`config.mk`:
```
export PLATFORM = sky130hd
export DESIGN_NAME = strobe_pulse_gen
export DESIGN_NICKNAME = d
export VERILOG_FILES = /design/src/rtl/strobe_pkg.sv /design/src/rtl/strobe_sync_edge.sv /design/src/rtl/strobe_timer.sv /design/src/rtl/strobe_router.sv /design/src/rtl/strobe_pulse_gen.sv
export SDC_FILE = /design/constraint.sdc
export NUM_CORES = 1
export LEC_CHECK = 0
export CAP_MARGIN = 20
export CELL_PAD_IN_SITES_DETAIL_PLACEMENT = 1
export CELL_PAD_IN_SITES_GLOBAL_PLACEMENT = 2
export CORE_MARGIN = 8
export CORE_UTILIZATION = 37
export DETAILED_ROUTE_END_ITERATION = 10
export DONT_BUFFER_PORTS = 1
export PLACE_DENSITY_LB_ADDON = 0.1
export SYNTH_ARGS = -nofsm -noshare
export SYNTH_HDL_FRONTEND = slang
export SYNTH_SLANG_ARGS = --single-unit
```
`constraint.sdc`:
```
create_clock -name clk -period 2.35 [get_ports clk]
set_input_delay 0.47 -clock clk [delete_from_list [all_inputs] [get_ports clk]]
set_output_delay 0.47 -clock clk [all_outputs]
set_load 0.02 [all_outputs]
```
`src/rtl/strobe_pkg.sv`:
```
package strobe_pkg;

    typedef enum logic [1:0] {
        ST_IDLE = 2'd0,
        ST_WAIT = 2'd1,
        ST_FIRE = 2'd2
    } tmr_state_e;

    typedef struct packed {
        logic src_key;
        logic prog;
        logic veto;
        logic swap;
    } strobe_ctl_t;

    typedef struct packed {
        logic start;
        logic stop;
    } bp_lines_t;

    function automatic bp_lines_t route_bp(input logic swap, input logic strobe, input logic aux);
        bp_lines_t r;
        r.start = swap ? aux : strobe;
        r.stop  = swap ? strobe : aux;
        return r;
    endfunction

endpackage

```
`src/rtl/strobe_sync_edge.sv`:
```
module strobe_sync_edge #(
    parameter int STAGES = 2
) (
    input  logic clk,
    input  logic rst,
    input  logic async_i,
    output logic rise_o
);
    logic [STAGES:0] chain;
    logic            prev_q;

    assign chain[0] = async_i;

    generate
        for (genvar i = 0; i < STAGES; i++) begin : g_stage
            always_ff @(posedge clk) begin
                if (rst) chain[i+1] <= 1'b0;
                else     chain[i+1] <= chain[i];
            end
        end
    endgenerate

    always_ff @(posedge clk) begin
        if (rst) prev_q <= 1'b0;
        else     prev_q <= chain[STAGES];
    end

    assign rise_o = chain[STAGES] & ~prev_q;
endmodule

```
`src/rtl/strobe_timer.sv`:
```
module strobe_timer
    import strobe_pkg::*;
#(
    parameter int LEN_W = 8,
    parameter int DLY_W = 24
) (
    input  logic             clk,
    input  logic             rst,
    input  logic             en_i,
    input  logic             trig_i,
    input  logic [LEN_W-1:0] len_i,
    input  logic [DLY_W-1:0] delay_i,
    output logic             pulse_o
);
    localparam int CNT_W = (DLY_W > LEN_W) ? DLY_W : LEN_W;

    tmr_state_e       state_q;
    logic [CNT_W-1:0] cnt_q;

    always_ff @(posedge clk) begin
        if (rst || !en_i) begin
            state_q <= ST_IDLE;
            cnt_q   <= '0;
        end else begin
            unique case (state_q)
                ST_IDLE: begin
                    if (trig_i) begin
                        state_q <= ST_WAIT;
                        cnt_q   <= CNT_W'(delay_i);
                    end
                end
                ST_WAIT: begin
                    if (cnt_q == '0) begin
                        state_q <= ST_FIRE;
                        cnt_q   <= CNT_W'(len_i);
                    end else begin
                        cnt_q <= cnt_q - 1'b1;
                    end
                end
                ST_FIRE: begin
                    if (cnt_q == '0) state_q <= ST_IDLE;
                    else             cnt_q   <= cnt_q - 1'b1;
                end
                default: state_q <= ST_IDLE;
            endcase
        end
    end

    assign pulse_o = (state_q == ST_FIRE);
endmodule

```
`src/rtl/strobe_router.sv`:
```
module strobe_router
    import strobe_pkg::*;
(
    input  strobe_ctl_t ctl_i,
    input  logic        ext_i,
    input  logic        key_i,
    input  logic        aux_i,
    input  logic        pulse_i,
    output logic        raw_o,
    output logic        front_o,
    output bp_lines_t   bp_o
);
    logic aux_gated;
    logic strobe;

    assign raw_o     = ctl_i.src_key ? key_i : (ext_i & ~ctl_i.veto);
    assign aux_gated = aux_i & ~ctl_i.veto;
    assign strobe    = ctl_i.prog ? pulse_i : raw_o;
    assign front_o   = strobe;
    assign bp_o      = route_bp(ctl_i.swap, strobe, aux_gated);
endmodule

```
`src/rtl/strobe_pulse_gen.sv`:
```
module strobe_pulse_gen
    import strobe_pkg::*;
#(
    parameter int LEN_W       = 8,
    parameter int DLY_W       = 24,
    parameter int SYNC_STAGES = 2
) (
    input  logic             clk,
    input  logic             rst,
    input  logic             ext_strobe_i,
    input  logic             key_strobe_i,
    input  logic             aux_stop_i,
    input  logic             cfg_src_key_i,
    input  logic             cfg_prog_i,
    input  logic             cfg_veto_i,
    input  logic             cfg_swap_i,
    input  logic [LEN_W-1:0] cfg_len_i,
    input  logic [DLY_W-1:0] cfg_delay_i,
    output logic             front_strobe_o,
    output logic             bp_start_o,
    output logic             bp_stop_o
);
    strobe_ctl_t ctl;
    bp_lines_t   bp;
    logic        raw_strobe;
    logic        rise;
    logic        pulse;

    assign ctl.src_key = cfg_src_key_i;
    assign ctl.prog    = cfg_prog_i;
    assign ctl.veto    = cfg_veto_i;
    assign ctl.swap    = cfg_swap_i;

    strobe_sync_edge #(.STAGES(SYNC_STAGES)) u_sync (
        .clk     (clk),
        .rst     (rst),
        .async_i (raw_strobe),
        .rise_o  (rise)
    );

    strobe_timer #(.LEN_W(LEN_W), .DLY_W(DLY_W)) u_timer (
        .clk     (clk),
        .rst     (rst),
        .en_i    (cfg_prog_i),
        .trig_i  (rise),
        .len_i   (cfg_len_i),
        .delay_i (cfg_delay_i),
        .pulse_o (pulse)
    );

    strobe_router u_route (
        .ctl_i   (ctl),
        .ext_i   (ext_strobe_i),
        .key_i   (key_strobe_i),
        .aux_i   (aux_stop_i),
        .pulse_i (pulse),
        .raw_o   (raw_strobe),
        .front_o (front_strobe_o),
        .bp_o    (bp)
    );

    assign bp_start_o = bp.start;
    assign bp_stop_o  = bp.stop;
endmodule

```
* Word level (Yosys, flattened, before mapping) *
Index checks and enable logic that the tools add are counted.

operators by class
  bitwise gates (word level) = 5
  mux-type cells = 12
  reductions and logical operators = 7
  add/sub/neg operators = 1
  eq/ne operators = 6

operators with widths
  cell                     number
  $mux W24                 3
  $pmux W24 S3             1
  $logic_not A24 Y1        1
  $sub A24 B1 Y24 const B  1
  $mux W2                  3
  $ne A2 B2 Y1 const B     3
  $pmux W2 S3              1
  $reduce_and A3 Y1        2
  $mux W1                  4
  $and A1 B1 Y1            3
  $reduce_bool A3 Y1       1
  $eq A2 B1 Y1 const B     1
  $eq A2 B2 Y1 const B     1
  $logic_not A2 Y1         1
  $ne A2 B1 Y1 const B     1
  $not A1 Y1               2
  $logic_not A1 Y1         1
  $logic_or A1 B1 Y1       1

word-level totals
  output and inout bits = 3
  register bits = 29
  input bits = 41
  logic and storage cells = 36

* Longest topological paths before layout *
  depth in word-level cells = 5
  mapped depth = 8
  depth with buffers taken out = 7

* Cells and area by module *
Synthesis repeated with hierarchy kept, for this count alone.

second synthesis, totals
  cell total of the unflattened synthesis = 263
  area, all modules = 2077.0 µm²

by module, submodules not included
  module            area an instance (µm²)  seq. area each (µm²)  times used  cells an instance
  strobe_timer      1913.1                  520.5                 1           247
  strobe_sync_edge  87.6                    60.1                  1           7
  strobe_router     76.3                    0.0                   1           9

* Worst setup path after synthesis *
Ideal clock, no wire load.

  path type = register to register
  start point = register u_timer.cnt_q[0]
  end point = register u_timer.cnt_q[2]
  clock period less this slack = 2.091 ns
  data required time = 2.233 ns
  setup slack = 0.259 ns
  setup time = 0.117 ns
  cell stages (with the launch flop) = 9
  arrival = 1.974 ns
  cell sequence = dfxtp_1 inv_1 ha_1 and4b_1 clkbuf_1 a31oi_2 clkbuf_1 o21ai_0 a32o_1

between the ends
  word-level cells in the longest chain between the ends = 3
  elaborated cells on any way between the ends = 7
  classes of those cells = add/sub: 1; eq/ne: 1; mux: 3; reduce/logical: 2

RTL lines
  what                                                         line                text
  start: declaration                                           strobe_timer.sv:18  logic [CNT_W-1:0] cnt_q;
  start signal: assignment                                     strobe_timer.sv:29  cnt_q <= CNT_W'(delay_i);
  start signal: assignment                                     strobe_timer.sv:35  cnt_q <= CNT_W'(len_i);
  start signal: assignment                                     strobe_timer.sv:37  cnt_q <= cnt_q - 1'b1;
  $sub A24 B1 Y24 / $logic_not A24 Y1 (equally long branches)  n/a
  $mux W24 (tied with other cells)                             strobe_timer.sv:41  if (cnt_q == '0) state_q <= ST_IDLE;
  $pmux W24 S3 / $reduce_and A3 Y1 (equally long branches)     n/a

Parallel ways exist; a longest one is shown, timed or not. The select of a mux whose other input is x is not followed.
A chain may end at the register's enable or synchronous reset.

* Worst setup path after layout *
  start point = register u_timer.state_q[0]
  end point = register u_timer.cnt_q[19]

between the ends
  word-level cells in the longest chain between the ends = 3
  elaborated cells on any way between the ends = 8
  classes of those cells = eq/ne: 4; mux: 1; reduce/logical: 3

RTL lines
  what                                                                        line                text
  start: declaration                                                          strobe_timer.sv:17  tmr_state_e state_q;
  start signal: assignment                                                    strobe_timer.sv:22  state_q <= ST_IDLE;
  start signal: assignment                                                    strobe_timer.sv:28  state_q <= ST_WAIT;
  start signal: assignment                                                    strobe_timer.sv:34  state_q <= ST_FIRE;
  $eq A2 B2 Y1 (tied with other cells)                                        strobe_timer.sv:25  unique case (state_q)
  $ne A2 B2 Y1 (no source line) / $reduce_bool A3 Y1 (equally long branches)  n/a
  $reduce_and A3 Y1 (no source line)                                          n/a

Parallel ways exist; a longest one is shown, timed or not.

==> impl_metrics.json <==
{
  "critPathCaptureType": "flop",
  "max-cap-violations": 0,
  "coreArea_mm2": 0.00582,
  "cts_tree": "built",
  "clock.fmax_mhz": 457,
  "area_growth_pct": 19.3,
  "grt_pass1_vias": 2385,
  "p_leak_nw": 1.01,
  "first_pass_iters": 4,
  "synth.distinct_cells": 60,
  "max_slew_margin_pct": 67.3,
  "avgSynthCellArea_um2": 8.03,
  "fin_skew_ps": 4.94,
  "outcome": "finished clean",
  "rsz0062_at_grt": "no",
  "cts-root-buf": "clkbuf_8",
  "cts_sinks": 29,
  "hold_buffers": 0,
  "avgRoutedWirePerCell_um": 21.6,
  "final_nets": 341,
  "holdPathStages": 1,
  "drt-total-wl_um": 8030,
  "drc_errors": 0,
  "dieHeight_um": 92.7,
  "tightestPinTransition_ps": 486,
  "setup_violations": 0,
  "grt_pass1_wl_um": 13000,
  "grt_start_max_net_pins": 20,
  "drt_iter0_markers": 160,
  "p_per_area_mw_per_mm2": 558,
  "placementRows": 28,
  "cp_data_required_time_ps": 2560,
  "clock_path_buffers": 2,
  "clk_pin_slew_worst_paths_ps": 70,
  "track_usage_pct": 19.1,
  "syn_nets": 317,
  "grt-ovfl-total": 0,
  "start_util_pct": 37.4,
  "yosysWarnings": 0,
  "synth_area_mm2": 0.00218,
  "path_class": "reg -> reg",
  "route.antenna.remaining_nets": 0,
  "hold_class": "in -> reg",
  "synth-seq-area-share_pct": 26.7,
  "start_kind": "flop",
  "period_minus_slack_ps": 2190,
  "ys_ff_latch": 29,
  "peakVddDrop_v": 0.000227,
  "hold_viol": 0,
  "fin_crit_sh_pct": 93.0,
  "timing.setup.tns_ps": 0,
  "cts_htree_levels": 2,
  "netlist_instances": 271,
  "gp_congestion": 0.821,
  "reg2reg_depth": 8,
  "layout_commonest_cell": "buf_4",
  "power.total_mw": 1.45,
  "drive_above_1_share_pct": 19.9,
  "vias_per_cell": 6.23,
  "final_cell_mix": "buf_4 (33), dfxtp_1 (29), nand2_1 (22)",
  "fillers": 729,
  "slew_violations": 0,
  "dieWidth_um": 92.7,
  "vias": 2312,
  "diodes": 0,
  "cts_buffers": 5,
  "ios": 44,
  "async_flop_share_pct": 0,
  "antenna_found_initial": 0,
  "synth_edf_count": 0,
  "worstPathArrival_ps": 2390,
  "dp.final_hpwl_um": 6080,
  "port_buffers": 0,
  "worstSkewPairLatency_ps": 280,
  "ys.flop_type": "dfxtp_1",
  "dieArea_mm2": 0.00859,
  "path_max_fanout": 15
}
[per-layer routing]
layer / GRT usage [%] / routed length (um) / vias to the layer above / share of wire (%)
met3: 3.88 / 413 / 8 / 5.1
met4: 5.23 / 97 / 0 / 1.2
met2: 29.1 / 3630 / 65 / 45
met5: 0 / 0 / - / 0
met1: 26.6 / 3890 / 1121 / 48
li1: - / - / 1118 / -
[logic make-up after synthesis]
kind of cell	Yosys count	synth area share, %
multiplexers	3	1.44
AO/OA/AOI/OAI	101	36.0
AND/OR/NAND/NOR	98	25.9
flip-flops	29	26.7
XOR/XNOR	1	0.402
adder cells (fa/ha/maj)	5	2.87
buffers and inverters	34	6.78
[final timing paths]
kind | endpoint | slack, ps | from
worst max-delay path | u_timer.cnt_q[19] | 160 | u_timer.state_q[0]
worst min-delay path | u_sync.chain[1] | 250 | rst
worst max register to register | u_timer.cnt_q[19] | 160 | u_timer.state_q[0]
worst min register to register | u_sync.chain[2] | 440 | u_sync.chain[1]
[layout make-up]
| type | count | area, um2 | area share [%] |
|---|---|---|---|
| sequential | 29 | 581 | 22.4 |
| multi-input combinational | 208 | 1460 | 56.2 |
| timing repair buffer | 35 | 288 | 11.1 |
| clock inverter | 1 | 30.0 | 1.16 |
| tap | 75 | 93.8 | 3.61 |
| clock buffer | 7 | 86.3 | 3.32 |
| inverter | 16 | 60.1 | 2.31 |
[registers in the layout (all words and copies together), names as in the netlist]
| signal | cells |
|---|---|
| u_sync.prev_q | 1 |
| u_timer.cnt_q | 24 |
| u_timer.state_q | 2 |
| u_sync.chain | 2 |
[Yosys cell counts, types with 3 or more instances]
cell type	count	area, um2
o21ai_0	14	70.1
a311oi_1	3	26.3
inv_1	16	60.1
nand3_1	9	45.0
a211oi_1	3	22.5
buf_2	3	15.0
or3_1	5	31.3
nand2b_1	5	31.3
o2bb2ai_1	4	35.0
o211ai_1	6	45.0
o21ai_1	12	60.1
nand2_1	22	82.6
o32ai_1	9	78.8
ha_1	5	62.6
o22ai_1	3	18.8
dfxtp_1	29	581
nor4_1	5	31.3
o41ai_1	4	35.0
a32o_1	14	140
clkbuf_1	12	45.0
or4_1	3	22.5
nor2_1	12	45.0
nor3_1	13	65.1
a21oi_1	7	35.0
nor2b_1	5	31.3
[power by group]
group	leakage (nW)	switching (mW)	internal, mW
Sequential	0.235	0.00864	0.502
Clock	0.0585	0.209	0.346
Combinational	0.715	0.242	0.142
Total	1.01	0.460	0.990
[repair_timing]
action	4_1_cts	5_1_grt
gates resized for setup	1	2
endpoints found under the setup margin	1	7
pin swaps	0	1
buffers inserted	0	1
[worst max-delay path, stage by stage (launching register included)]
cell and delay (ps):
dfxtp_1 360, inv_1 80, ha_1 490, inv_1 100
nor2_1 250, o31ai_4 130, buf_12 170, or3b_2 460
o221ai_1 70
[through the flow]
stage               hold slack, ps  util, %  cell area [um2]  setup slack [ps]  std cells
floorplan                      414        -             2180               259        271
global placement               419     42.2             2450              92.9        362
detailed placement             436     42.2             2450              69.8        362
CTS                            238     44.2             2570               130        370
global route                   234     44.7             2600              27.4        371
finish                         246     44.7             2600               164        371
No activity file was read; power rests on OpenSTA's default activity.
